File: src/rtl/exec_alu_pkg.sv
// Package: shared widths, function and condition codes for the execute ALU.
// Assumes a 64-bit datapath and 4-bit selectors.
package exec_alu_pkg;
    localparam int unsigned DATA_W = 64;
    localparam int unsigned SEL_W  = 4;
    localparam int unsigned FLAG_W = 3;

    typedef enum logic [SEL_W-1:0] {
        OP_ADD = 4'd0,
        OP_SUB = 4'd1,
        OP_AND = 4'd2,
        OP_XOR = 4'd3
    } op_e;

    typedef enum logic [SEL_W-1:0] {
        CC_ALWAYS = 4'd0,
        CC_LE     = 4'd1,
        CC_LT     = 4'd2,
        CC_EQ     = 4'd3,
        CC_NE     = 4'd4,
        CC_GE     = 4'd5,
        CC_GT     = 4'd6
    } cond_e;

    typedef struct packed {
        logic zf;
        logic sf;
        logic of;
    } flags_t;
endpackage

File: src/rtl/exec_alu_adder.sv
// Adder shared by add and subtract. When sub_en is high, the A operand is
// inverted and the carry-in is forced to 1, giving b - a.
// Assumes two's-complement operands. The overflow output is the signed overflow of the operation actually performed.
module exec_alu_adder #(
    parameter int unsigned W = 64
) (
    input  logic [W-1:0] a,
    input  logic [W-1:0] b,
    input  logic         sub_en,
    output logic [W-1:0] sum,
    output logic         ovf
);
    logic [W-1:0] a_eff;

    // Condition the A operand for add or subtract, then sum with carry-in.
    always_comb begin
        a_eff = sub_en ? ~a : a;
        sum   = b + a_eff + {{(W-1){1'b0}}, sub_en};
        ovf   = (a_eff[W-1] == b[W-1]) && (sum[W-1] != b[W-1]);
    end
endmodule

File: src/rtl/exec_alu_cond.sv
// Condition evaluator: maps a selector and the stored flags to taken/move.
// Assumes the flags come from a register (no same-cycle bypass).
module exec_alu_cond
    import exec_alu_pkg::*;
(
    input  flags_t           flags,
    input  logic [SEL_W-1:0] sel,
    output logic             ok
);
    logic lt;

    // Decode the selected condition from the flag combinations.
    always_comb begin
        lt = flags.sf ^ flags.of;
        unique case (sel)
            CC_ALWAYS: ok = 1'b1;
            CC_LE:     ok = lt | flags.zf;
            CC_LT:     ok = lt;
            CC_EQ:     ok = flags.zf;
            CC_NE:     ok = ~flags.zf;
            CC_GE:     ok = ~lt;
            CC_GT:     ok = ~lt & ~flags.zf;
            default:   ok = 1'b0;
        endcase
    end
endmodule

File: src/rtl/exec_alu.sv
// Top of the execute ALU: function mux, flag register and condition check.
// Assumes flag_ld is high only for register-register arithmetic/logic ops.
module exec_alu
    import exec_alu_pkg::*;
(
    input  logic                  clk,
    input  logic                  rst_n,
    input  logic [DATA_W-1:0]     opnd_a,
    input  logic [DATA_W-1:0]     opnd_b,
    input  logic [SEL_W-1:0]      op_sel,
    input  logic                  flag_ld,
    input  logic [SEL_W-1:0]      cond_sel,
    output logic [DATA_W-1:0]     result,
    output logic [FLAG_W-1:0]     flags_q,
    output logic                  cond_ok
);
    logic [DATA_W-1:0] sum;
    logic              add_ovf;
    logic              is_arith;
    flags_t            flags_r;
    flags_t            flags_nx;

    exec_alu_adder #(.W(DATA_W)) adder_i (
        .a      (opnd_a),
        .b      (opnd_b),
        .sub_en (op_sel == OP_SUB),
        .sum    (sum),
        .ovf    (add_ovf)
    );

    // Select the result for the requested function.
    always_comb begin
        is_arith = (op_sel == OP_ADD) || (op_sel == OP_SUB);
        case (op_sel)
            OP_ADD, OP_SUB: result = sum;
            OP_AND:         result = opnd_b & opnd_a;
            OP_XOR:         result = opnd_b ^ opnd_a;
            default:        result = '0;
        endcase
        flags_nx.zf = (result == '0);
        flags_nx.sf = result[DATA_W-1];
        flags_nx.of = is_arith & add_ovf;
    end

    // Flag register: reset to zero-flag set, load on strobe.
    always_ff @(posedge clk) begin
        if (!rst_n)       flags_r <= '{zf: 1'b1, sf: 1'b0, of: 1'b0};
        else if (flag_ld) flags_r <= flags_nx;
    end

    exec_alu_cond cond_i (
        .flags (flags_r),
        .sel   (cond_sel),
        .ok    (cond_ok)
    );

    assign flags_q = flags_r;

    // reset state after a reset edge
    p_reset_state_r8: assert property (@(posedge clk)
        !rst_n |=> (flags_q == 3'b100));
    // flags hold without strobe
    p_hold_r7: assert property (@(posedge clk) disable iff (!rst_n)
        !flag_ld |=> $stable(flags_q));
    // logic ops never leave overflow set
    p_no_overflow_r6: assert property (@(posedge clk) disable iff (!rst_n)
        (flag_ld && !is_arith) |=> !flags_q[0]);
    // zero result loads zf
    p_zero_flag_r6: assert property (@(posedge clk) disable iff (!rst_n)
        (flag_ld && result == '0) |=> flags_q[2]);
    // unused codes give zero
    p_unused_zero_r4: assert property (@(posedge clk)
        (op_sel > 4'd3) |-> (result == '0));
    // always-condition is true
    p_always_r9: assert property (@(posedge clk)
        (cond_sel == 4'd0) |-> cond_ok);
endmodule

File: config.mk
export PLATFORM = sky130hd
export DESIGN_NAME = exec_alu
export DESIGN_NICKNAME = d
export VERILOG_FILES = /design/src/rtl/exec_alu_pkg.sv /design/src/rtl/exec_alu_adder.sv /design/src/rtl/exec_alu_cond.sv /design/src/rtl/exec_alu.sv
export SDC_FILE = /design/constraint.sdc
export NUM_CORES = 1
export LEC_CHECK = 0
export ABC_AREA = 1
export ABC_CLOCK_PERIOD_IN_PS = 7110
export BUFFER_PORTS_ARGS = -buffer_cell sky130_fd_sc_hd__buf_2
export CAP_MARGIN = 20
export CORE_UTILIZATION = 62
export DETAILED_ROUTE_END_ITERATION = 10
export GPL_ROUTABILITY_DRIVEN = 0
export PLACE_DENSITY = 0.88
export SETUP_SLACK_MARGIN = 0.2
export SLEW_MARGIN = 25
export SYNTH_ARGS = -nofsm -noshare
export SYNTH_HDL_FRONTEND = slang
export SYNTH_SLANG_ARGS = --single-unit
File: constraint.sdc
create_clock -name clk -period 7.11 [get_ports clk]
set_clock_uncertainty 0.2 [all_clocks]
set_input_delay 0.711 -clock clk [delete_from_list [all_inputs] [get_ports clk]]
set_output_delay 0.711 -clock clk [all_outputs]
set_load 0.02 [all_outputs]
==> results of run 1 <==
worst min path at each step:
stage	startpoint	slack (ns)	depth (start not counted)	end
2_1_floorplan	flags_q[0]$_SDFFE_PN0P_	0.43	2	flags_q[0]$_SDFFE_PN0P_
3_3_place_gp	flags_q[1]$_SDFFE_PN0P_	0.30	2	flags_q[1]$_SDFFE_PN0P_
3_5_place_dp	flags_q[1]$_SDFFE_PN0P_	0.32	2	flags_q[1]$_SDFFE_PN0P_
4_1_cts	flags_q[1]$_SDFFE_PN0P_	0.35	2	flags_q[1]$_SDFFE_PN0P_
5_1_grt	flags_q[1]$_SDFFE_PN0P_	0.38	2	flags_q[1]$_SDFFE_PN0P_
6_report	flags_q[1]$_SDFFE_PN0P_	0.35	2	flags_q[1]$_SDFFE_PN0P_
cell usage in the layout, fill, tap and decap left out, types with 3 or more instances in the layout:
cell / Yosys / layout
a21oi_1: 79 / 79
nand3_2: 10 / 10
nand2_2: 33 / 33
buf_2: 4 / 206
nand3_1: 100 / 99
inv_2: 22 / 21
dfxtp_1: 3 / 3
o21bai_1: 20 / 20
nor3_1: 7 / 7
nand4_1: 31 / 31
xnor2_1: 66 / 66
o21ai_0: 92 / 92
ha_1: 140 / 140
inv_1: 344 / 344
o21a_1: 3 / 3
nand3b_1: 11 / 11
clkbuf_16: 0 / 3
nor2_2: 27 / 26
o21ai_1: 8 / 8
nor3_2: 4 / 4
nor2_4: 8 / 9
nand2_1: 580 / 579
nor2_1: 139 / 139
and2_1: 4 / 4
a21oi_2: 4 / 4
report_power, final:
| part | internal [W] | leakage, nW | total [W] | switching [W] |
|---|---|---|---|---|
| registers | 0.0000181 | 0.0249 | 0.0000190 | 0.000000897 |
| logic | 0.000292 | 6.12 | 0.000881 | 0.000589 |
| clock network | 0.0000741 | 0.0382 | 0.0000907 | 0.0000166 |
synth_stat cells (all sizes together) (7+ instances only):
cell type  count
nand2        614
inv          366
nor2         174
ha           140
nand3        110
o21ai        100
a21oi         83
xnor2         66
nand4         31
o21bai        20
clkbuf        19
nor3          12
nand3b        11
buf            7
cells by family (layout without fill, tap and decap cells):
kind of cell	after synthesis	in the layout	share of synthesized area, %
XOR/XNOR	67	67	6.29
AND/OR/NAND/NOR	963	963	45.4
adder cells (fa/ha/maj)	141	141	19.0
flip-flops	3	3	0.643
buffers and inverters	393	579	16.1
AO/OA/AOI/OAI	215	215	12.6
tightest hold or removal path: cells and delay by family (launching register included):
kind                   cells  cell delay, ns
DFF                        1            0.36
buffers and inverters      1            0.06
AOI/OAI and AO/OA          1            0.10
layer usage:
| layer | up-vias | routed length [um] |
|---|---|---|
| li1 | 5919 | - |
| met1 | 5242 | 12600 |
| met2 | 709 | 13200 |
| met3 | 143 | 4270 |
| met4 | 0 | 1470 |
| met5 | - | 0 |
final cells by class:
type	instances	area (um^2)
Inverter	367	1380
Timing Repair Buffer	208	1050
Tap cell	184	230
Clock buffer	4	78.8
Sequential cell	3	60.1
Multi-Input combinational cell	1386	7790
Fill cell	1367	4000
metrics by stage:
stage / setup slack, ns / cell area (um^2) / hold slack, ns
2_1_floorplan: 2.95 / 9330 / 0.427
3_3_place_gp: 2.13 / 10500 / 0.304
3_5_place_dp: 2.02 / 10500 / 0.315
4_1_cts: 2.01 / 10600 / 0.354
5_1_grt: 1.63 / 10600 / 0.383
6_report: 1.83 / 10600 / 0.352
==> flow_summary.ini, run 1 <==
[worst_setup_path]
worst_path_largest_cell_delay_ns = 0.55
crit_start = op_sel[1]
r2r_slack_ns = 6.19
cp_max_fo = 34
endpoint_kind = output port
crit_end = result[55]
rr_endpoint = flags_q[0]$_SDFFE_PN0P_
path_depth = 18
slowest_stage = buf_4
crit_top_cell = nand2_1
timing.rr.start = flags_q[0]$_SDFFE_PN0P_
path_cells = buf_2 > nor2_4 > nand2_4 > buf_4 > xnor2_1 > ha_1 > a21oi_1 > o21ai_0 > inv_1 > nand2_1 > a21oi_1 > nor2_1 > nor2_1 > nand2_1 > nand2_1 > nand3_1 > nand2_1 > buf_2
reg2regPathDepth = 2
cp.arrival_ns = 4.36
worst-path-buf-inv = 4
worstSetupPathType = in2out
critPathTopFamily = simple AND/OR/NAND/NOR gates
required_ns = 6.20
setup.worst_path.start_class = primary input

[timing]
slew_headroom_pct = 38.3
fin_setup_tns_ns = 0
setup_viol_count_final = 0
hold_viol = 0
worstMarginPinSlew_ns = 0.925
slew_violations = 0
period_share_pct = 74.2
period_minus_slack_ns = 5.28
fmax_mhz = 190
rsz0062_at_grt = false

[logic_synthesis]
synth_warnings = 0
avgSynthCellArea_um2 = 5.24
synthesis.area_um2 = 9330
synth_top_area_cell = nand2_1
ys_seq_elements = 3
async_flop_share_pct = 0
seq_area_frac_synth_pct = 0.643
synth_edf_count = 0
synthesis.instances = 1782
yosys.cell_types.count = 45
yosys-top-cells-area = nand2_1 (23%), ha_1 (19%), inv_1 (14%)
syn-num-nets = 2062
synth-main-ff-cell = dfxtp_1
synth_top_area_share_pct = 23.3

[drt]
drt_pass1_iterations = 6
wl_per_cell_um = 14.7
vias_per_cell = 5.58
routed-via-count = 12000
drtIter0Drc = 1293
drc = 0
postRouteAntennaNets = 0
wl_mm = 31.6

[cts]
cts_tree = done
path_clk_slew_ns = 0.03
cts_resized = 0
cts_root_buffer = clkbuf_16
post_cts_buffers = 0
insertion_delay_ns = 0.23
cts_made_buffers = 3
htree_levels = 1
cts_hold_buf = 0
clk_path_buf_depth = 2
cts_num_sinks = 3

[floorplanning]
io_pins = 207
die_h_um = 125
start_util_pct = 64.0
core-area_um2 = 14600
dieArea_um2 = 15500
num_rows = 44
die_w_um = 125

[grt]
grt.total_usage_pct = 40.4
grt_pass1_vias = 11300
grt-busiest-layer = met2
grt.met1_usage_pct = 51.8
grt_pass1_wl_mm = 52.3
grt_max_degree = 65
antenna_found_initial = 0
use_met2_pct = 63.6
use_met3_pct = 10.1
grt_overflow = 0

[finish]
diodes = 0
fin_nets = 2249
fin_util_pct = 72.6
final_cells = 2152
layout-drive-gt1-share_pct = 16.5
largest_reg_flops = 3
area_growth_syn_to_layout_pct = 13.4

[placed_design]
io_buffers = 206
dpl.hpwl_mm = 26.8
dp_cells = 2148

[power_and_ir_drop]
p_total_w = 0.000991
p_leak_nw = 6.18
ir_worst_vdd_v = 0.0000759
p_per_area_nw_per_um2 = 93.6

[worst_hold_path]
worstHoldPathType = reg2reg

[run]
maxCapViolCount = 0

[outcome]
run_status = completed
Power figures use the tool's default switching activity.
==> run 2: changes to the inputs <==
--- a/config.mk
+++ b/config.mk
@@ -5,14 +5,14 @@
 export SDC_FILE = /design/constraint.sdc
 export NUM_CORES = 1
 export LEC_CHECK = 0
-export ABC_AREA = 1
-export ABC_CLOCK_PERIOD_IN_PS = 7110
+export ABC_AREA = 0
+export ABC_CLOCK_PERIOD_IN_PS = 4600
 export BUFFER_PORTS_ARGS = -buffer_cell sky130_fd_sc_hd__buf_2
 export CAP_MARGIN = 20
-export CORE_UTILIZATION = 62
+export CORE_UTILIZATION = 51
 export DETAILED_ROUTE_END_ITERATION = 10
 export GPL_ROUTABILITY_DRIVEN = 0
-export PLACE_DENSITY = 0.88
+export PLACE_DENSITY = 0.79
 export SETUP_SLACK_MARGIN = 0.2
 export SLEW_MARGIN = 25
 export SYNTH_ARGS = -nofsm -noshare
==> constraint.sdc (replaced) <==
create_clock -name clk -period 4.6 [get_ports clk]
set_clock_uncertainty 0.2 [all_clocks]
set_input_delay 0.46 -clock clk [delete_from_list [all_inputs] [get_ports clk]]
set_output_delay 0.46 -clock clk [all_outputs]
set_load 0.02 [all_outputs]
==> run 2 against run 1 <==
Net effect: the run now fails in global routing; area after synthesis is 15% lower; synthesized cell count is 39% lower.
==> flow_summary.ini, run 2 <==
[outcome]
stop_stage = global routing
run_status = did not finish
error = [ERROR GRT-0116] Global routing finished with congestion. Check the congestion regions in the DRC Viewer.

[floorplanning]
io_pins = 207
die_w_um = 126
start_util_pct = 52.2
die_h_um = 126
num_rows = 45

[logic_synthesis]
synthesis.area_um2 = 7900
synthesis.instances = 1091
synth.most_common_cell = ha_1
syn-num-nets = 1371
yosys.cell_types.count = 83
seq_area_frac_synth_pct = 0.760
synth_top_area_share_pct = 22.2
async_flop_share_pct = 0
synth_warnings = 0
synth-main-ff-cell = dfxtp_1
synth_edf_count = 0
synth_top_area_cell = ha_1
avgSynthCellArea_um2 = 7.24
ys_seq_elements = 3
yosys-top-cells-area = ha_1 (22%), xor2_1 (9.2%), mux2i_1 (7.9%)
yosys-top-cells-count = ha_1 (140), nor2_1 (90), a21oi_1 (87), nand2_1 (84), xor2_1 (83)

[cts]
cts_num_sinks = 3
cts_made_buffers = 3
cts_root_buffer = clkbuf_16
htree_levels = 1
clk_path_buf_depth = 2
cts_hold_buf = 0

[placed_design]
placed_area_um2 = 11600
pre_cts_ws_ns = -0.776
io_buffers = 206
dpl.hpwl_mm = 27.9

[grt]
grt_pass1_wl_mm = 81.0
grt.total_usage_pct = 66.6
grt_max_degree = 51
grt_overflow = 2
grt_pass1_vias = 14400
run 2: cell count changes after synthesis, sizes merged, moves of 40 or more:
cell / change
mux2i: +62
o21ai: -40
nand3: -93
xnor2: -46
nand2: -530
xor2: +82
inv: -335
nor2: -84
run 2: cell families after synthesis:
| logic type | after synthesis | share of synthesized area, % |
|---|---|---|
| flops | 3 | 0.760 |
| xor+xnor | 103 | 11.4 |
| fa+ha+maj | 141 | 22.4 |
| compound gates | 355 | 30.8 |
| simple gates | 322 | 20.5 |
| buf+inv | 96 | 4.96 |
| mux | 71 | 9.14 |
run 2: layer usage:
metal | track usage, % | overflow
met5 | 13.3 | 0
met4 | 65.8 | 2
met3 | 47.9 | 0
met2 | 87.0 | 0
met1 | 66.5 | 0
run 2: metrics by stage:
| step | instances | util [%] |
|---|---|---|
| 2_1_floorplan | 1091 | - |
| 3_5_place_dp | 1731 | 76.6 |
| 3_3_place_gp | 1731 | 76.6 |
| 4_1_cts | 1782 | 85.1 |
run 2: repair_timing:
| action | 4_1_cts |
|---|---|
| endpoints found under the setup margin | 36 |
| gates cloned | 2 |
| pin swaps | 82 |
| endpoints found under the hold margin | 0 |
| gates resized for setup | 171 |
| buffers inserted | 45 |
==> run 3: changes to the inputs <==
--- a/config.mk
+++ b/config.mk
@@ -6,14 +6,13 @@
 export NUM_CORES = 1
 export LEC_CHECK = 0
 export ABC_AREA = 0
-export ABC_CLOCK_PERIOD_IN_PS = 4600
+export ABC_CLOCK_PERIOD_IN_PS = 6000
 export BUFFER_PORTS_ARGS = -buffer_cell sky130_fd_sc_hd__buf_2
 export CAP_MARGIN = 20
-export CORE_UTILIZATION = 51
+export CORE_UTILIZATION = 40
 export DETAILED_ROUTE_END_ITERATION = 10
 export GPL_ROUTABILITY_DRIVEN = 0
-export PLACE_DENSITY = 0.79
-export SETUP_SLACK_MARGIN = 0.2
+export PLACE_DENSITY_LB_ADDON = 0.15
 export SLEW_MARGIN = 25
 export SYNTH_ARGS = -nofsm -noshare
 export SYNTH_HDL_FRONTEND = slang
==> constraint.sdc (replaced) <==
create_clock -name clk -period 6 [get_ports clk]
set_clock_uncertainty 0.2 [all_clocks]
set_input_delay 0.6 -clock clk [delete_from_list [all_inputs] [get_ports clk]]
set_output_delay 0.6 -clock clk [all_outputs]
set_load 0.02 [all_outputs]
==> run 3 against run 2 <==
Net effect: the run now ends clean; synthesized cell count unchanged; area after synthesis is the same.
==> flow_summary.ini, run 3 <==
[drt]
wl_mm = 29.2
postRouteAntennaNets = 0
drt_pass1_iterations = 8
drc = 0
routed-via-count = 9233
vias_per_cell = 6.06
wl_per_cell_um = 19.2
drtIter0Drc = 678

[floorplanning]
die_w_um = 143
start_util_pct = 40.7
dieArea_um2 = 20300
die_h_um = 143
num_rows = 51
core-area_um2 = 19400
io_pins = 207

[placed_design]
io_buffers = 206
placed_area_um2 = 9220
dpl.hpwl_mm = 24.2
pre_cts_ws_ns = 0.185

[grt]
grt_pass1_wl_mm = 45.3
grt_max_degree = 51
grt_pass1_vias = 8707
antenna_found_initial = 1
use_met2_pct = 46.7
grt.met1_usage_pct = 37.7
use_met3_pct = 2.76
grt-busiest-layer = met2
grt.total_usage_pct = 28.0
grt_overflow = 0

[logic_synthesis]
synth.most_common_cell = ha_1
synth-main-ff-cell = dfxtp_1
async_flop_share_pct = 0
syn-num-nets = 1371
synth_warnings = 0
synthesis.instances = 1091
ys_seq_elements = 3
synth_edf_count = 0
yosys-top-cells-count = ha_1 (140), nor2_1 (90), a21oi_1 (87), nand2_1 (84), xor2_1 (83)
yosys-top-cells-area = ha_1 (22%), xor2_1 (9.2%), mux2i_1 (7.9%)
yosys.cell_types.count = 83
avgSynthCellArea_um2 = 7.24
synthesis.area_um2 = 7900
seq_area_frac_synth_pct = 0.760
synth_top_area_share_pct = 22.2
synth_top_area_cell = ha_1

[timing]
period_minus_slack_ns = 5.65
setup_viol_count_final = 0
slew_headroom_pct = 51.1
hold_viol = 0
worstMarginPinSlew_ns = 0.733
fmax_mhz = 177
setup_slack_ns = 0.348
period_share_pct = 94.2
fin_setup_tns_ns = 0
rsz0062_at_grt = false
slew_violations = 0

[cts]
cts_num_sinks = 3
post_cts_buffers = 0
cts_made_buffers = 3
path_clk_slew_ns = 0.03
clk_path_buf_depth = 2
cts_resized = 0
htree_levels = 1
cts_hold_buf = 0
cts_root_buffer = clkbuf_16
cts_tree = done
insertion_delay_ns = 0.22

[run]
maxCapViolCount = 0

[worst_setup_path]
cp_max_fo = 7
reg2regPathDepth = 2
worstSetupPathType = in2reg
cp.arrival_ns = 5.59
endpoint_kind = flip-flop
required_ns = 5.94
setup.worst_path.start_class = primary input
r2r_slack_ns = 4.99

[finish]
num-fill-cells = 2066
layout-drive-gt1-share_pct = 21.2
area_growth_syn_to_layout_pct = 17.8
fin_nets = 1539
diodes = 0
final_area_um2 = 9300
final_common_cell = buf_2
final_cell_mix = buf_2 (205), ha_1 (140), nor2_1 (89), a21oi_1 (86)
largest_reg_flops = 3

[power_and_ir_drop]
p_leak_nw = 4.58
ir_worst_vdd_v = 0.0000796
p_per_area_nw_per_um2 = 127

[worst_hold_path]
worstHoldPathType = reg2reg
min_path_cells = 2

[outcome]
run_status = completed
## run 3: routing by layer
layer | wire (um) | vias up
met5 | 0 | -
met1 | 13100 | 4265
met2 | 13200 | 406
met4 | 918 | 0
met3 | 2000 | 62
li1 | - | 4500
## run 3: kinds of logic after synthesis
family          after synthesis  share of synthesized area (%)
simple gates                322                           20.5
xor+xnor                    103                           11.4
buf+inv                      96                           4.96
compound gates              355                           30.8
flops                         3                          0.760
fa+ha+maj                   141                           22.4
mux                          71                           9.14
## run 3: power breakdown
part           total (W)  switching, W  internal [W]
combinational    0.00105      0.000650      0.000400
clock           0.000107     0.0000195     0.0000878
sequential     0.0000221   0.000000972     0.0000211
## run 3: path summary, 6_finish.rpt
kind | start | end
worst max-delay path | op_sel[1] | flags_q[2]$_SDFFE_PN1P_
worst min register to register | flags_q[0]$_SDFFE_PN0P_ | flags_q[0]$_SDFFE_PN0P_
worst min-delay path | flags_q[0]$_SDFFE_PN0P_ | flags_q[0]$_SDFFE_PN0P_
worst max register to register | flags_q[2]$_SDFFE_PN1P_ | flags_q[2]$_SDFFE_PN1P_
## run 3: final cells by class
class / instances / area [um^2] / area share, %
inverter: 31 / 116 / 1.25
clock buffer: 4 / 78.8 / 0.847
timing repair buffer: 228 / 1220 / 13.2
sequential: 3 / 60.1 / 0.646
multi-input combinational: 992 / 7490 / 80.5
tap: 265 / 332 / 3.56
## run 3: worst max-delay path, cell delays in order
cell	delay (ns)
buf_2	0.11
inv_1	0.20
and3_4	0.29
xor2_1	0.22
inv_1	0.08
fa_1	0.39
nand3b_1	0.31
a2111oi_4	0.47
nor2_1	0.12
a21oi_1	0.44
o31ai_1	0.24
o21a_1	0.26
xnor2_1	0.14
a2111oi_0	0.62
or4b_1	0.50
nor4_2	0.21
nand2_1	0.16
o31ai_2	0.24
## run 3: per-stage QoR
step / hold WS (ns) / std cells / power, W / util, %
2_1_floorplan: 0.357 / 1091 / 0.000739 / -
3_3_place_gp: 0.287 / 1519 / 0.00105 / 47.5
3_5_place_dp: 0.290 / 1519 / 0.00105 / 47.5
4_1_cts: 0.295 / 1523 / 0.00116 / 48.0
5_1_grt: 0.320 / 1523 / 0.00128 / 48.0
6_report: 0.293 / 1523 / 0.00118 / 48.0
==> run 4: changes to the inputs <==
--- a/config.mk
+++ b/config.mk
@@ -10,9 +10,11 @@
 export BUFFER_PORTS_ARGS = -buffer_cell sky130_fd_sc_hd__buf_2
 export CAP_MARGIN = 20
 export CORE_UTILIZATION = 40
+export CTS_BUF_LIST = sky130_fd_sc_hd__clkbuf_16
 export DETAILED_ROUTE_END_ITERATION = 10
 export GPL_ROUTABILITY_DRIVEN = 0
 export PLACE_DENSITY_LB_ADDON = 0.15
+export RECOVER_POWER = 50
 export SLEW_MARGIN = 25
 export SYNTH_ARGS = -nofsm -noshare
 export SYNTH_HDL_FRONTEND = slang
==> run 4 against run 3 <==
Net effect: cell count did not move; maximum frequency down 0.42%; sequential share of layout area is essentially flat; non-clock buffer count unchanged; die area unchanged; critical path type unchanged.
==> flow_summary.ini, run 4 (synthesis results as in run 3) <==
[cts]
post_cts_buffers = 0
cts_hold_buf = 0
cts_num_sinks = 3
cts_tree = done
cts_root_buffer = clkbuf_16
htree_levels = 1
clk_path_buf_depth = 2
insertion_delay_ns = 0.22
path_clk_slew_ns = 0.03
cts_resized = 0
cts_made_buffers = 3

[finish]
diodes = 0
final_cells = 1523
final_area_um2 = 9260
num-fill-cells = 2083
area_growth_syn_to_layout_pct = 17.2
fin_nets = 1539
fin_util_pct = 47.7
layout-drive-gt1-share_pct = 19.4
final_common_cell = buf_2
final_cell_mix = buf_2 (186), ha_1 (140), nor2_1 (89), a21oi_1 (86)
largest_reg_flops = 3

[floorplanning]
die_w_um = 143
core-area_um2 = 19400
dieArea_um2 = 20300
io_pins = 207
start_util_pct = 40.7
num_rows = 51
die_h_um = 143

[timing]
fin_setup_tns_ns = 0
slew_violations = 0
worstMarginPinSlew_ns = 0.806
hold_viol = 0
period_minus_slack_ns = 5.68
period_share_pct = 94.6
fmax_mhz = 176
slew_headroom_pct = 45.7
rsz0062_at_grt = false
setup_viol_count_final = 0

[power_and_ir_drop]
switching_share_pct = 57.1
power.switching_w = 0.000669
ir_worst_vdd_v = 0.0000772
power.internal_w = 0.000503
pwr-share-seq_pct = 1.9
p_leak_nw = 4.51
p_per_area_nw_per_um2 = 127
clock_power_share_pct = 9.0
p_comb_share_pct = 89.1

[grt]
grt_overflow = 0
antenna_found_initial = 1
grt_pass1_vias = 8707
grt_pass1_wl_mm = 45.3
grt.total_usage_pct = 28.0
grt_max_degree = 51

[worst_setup_path]
cp_max_fo = 34
worstSetupPathType = in2reg
path_cells = buf_2 > inv_1 > and3_4 > buf_12 > xor2_1 > ha_1 > a21oi_1 > o21ai_0 > buf_4 > a2111o_1 > o21ai_0 > o21ai_0 > a211o_1 > a221oi_2 > or4b_1 > and4bb_1 > nand2_1 > o31ai_2
slowest_stage = o21ai_0
crit_top_cell = o21ai_0
worst_path_largest_cell_delay_ns = 0.66
setup.worst_path.start_class = primary input
required_ns = 5.94
cp.arrival_ns = 5.62
endpoint_kind = flip-flop

[run]
maxCapViolCount = 0

[drt]
postRouteAntennaNets = 0
drtIter0Drc = 616
wl_per_cell_um = 19.2
routed-via-count = 9236
drc = 0
wl_mm = 29.2
vias_per_cell = 6.06
drt_pass1_iterations = 7

[placed_design]
io_buffers = 206
dpl.hpwl_mm = 24.2
placed_area_um2 = 9220
dp_cells = 1519

[outcome]
run_status = completed

[worst_hold_path]
worstHoldPathType = reg2reg
## run 4: path summary, 6_finish.rpt
kind	slack, ns	end	start	cells past startpoint
min reg2reg	0.29	flags_q[0]$_SDFFE_PN0P_	flags_q[0]$_SDFFE_PN0P_	2
max	0.32	flags_q[2]$_SDFFE_PN1P_	op_sel[1]	18
min	0.29	flags_q[0]$_SDFFE_PN0P_	flags_q[0]$_SDFFE_PN0P_	2
max reg2reg	4.98	flags_q[2]$_SDFFE_PN1P_	flags_q[2]$_SDFFE_PN1P_	2
## run 4: stage by stage
step           total power [W]  hold slack (ns)  setup slack (ns)
4_1_cts                0.00116            0.295             0.427
3_3_place_gp           0.00105            0.287             0.284
6_report               0.00117            0.294             0.324
5_1_grt                0.00127            0.321            0.0614
2_1_floorplan         0.000739            0.357           0.00472
3_5_place_dp           0.00105            0.290             0.185
## run 4: worst max-delay path, delay by kind of cell
kind                     cells  cell delay, ns
AO/OA/AOI/OAI                8            2.53
AND/OR/NAND/NOR              4            1.19
buffers and inverters        4            0.74
XOR/XNOR                     1            0.17
adder cells (fa/ha/maj)      1            0.35
## run 4: power by group through the flow
stage          logic, W  registers [W]  clock network, W
2_1_floorplan  0.000716      0.0000234                 0
3_3_place_gp    0.00103      0.0000224                 0
3_5_place_dp    0.00103      0.0000223                 0
4_1_cts         0.00103      0.0000221          0.000107
5_1_grt         0.00114      0.0000221          0.000108
6_report        0.00104      0.0000221          0.000105
## run 4: cell type report
class,count,area [um^2],area share (%)
Multi-Input combinational cell,992,7480,80.7
Timing Repair Buffer,228,1200,12.9
Tap cell,265,332,3.58
Inverter,31,116,1.26
Clock buffer,3,75.1,0.811
Sequential cell,3,60.1,0.649
Clock inverter,1,3.75,0.0405
## run 4: metal layers
metal	track usage [%]	wire length, um	vias to the layer above	part of all wire [%]
met1	37.7	13200	4270	45
met4	8.89	889	0	3.0
met5	0	0	-	0
met3	2.76	1950	57	6.7
met2	46.7	13200	397	45
li1	-	-	4512	-
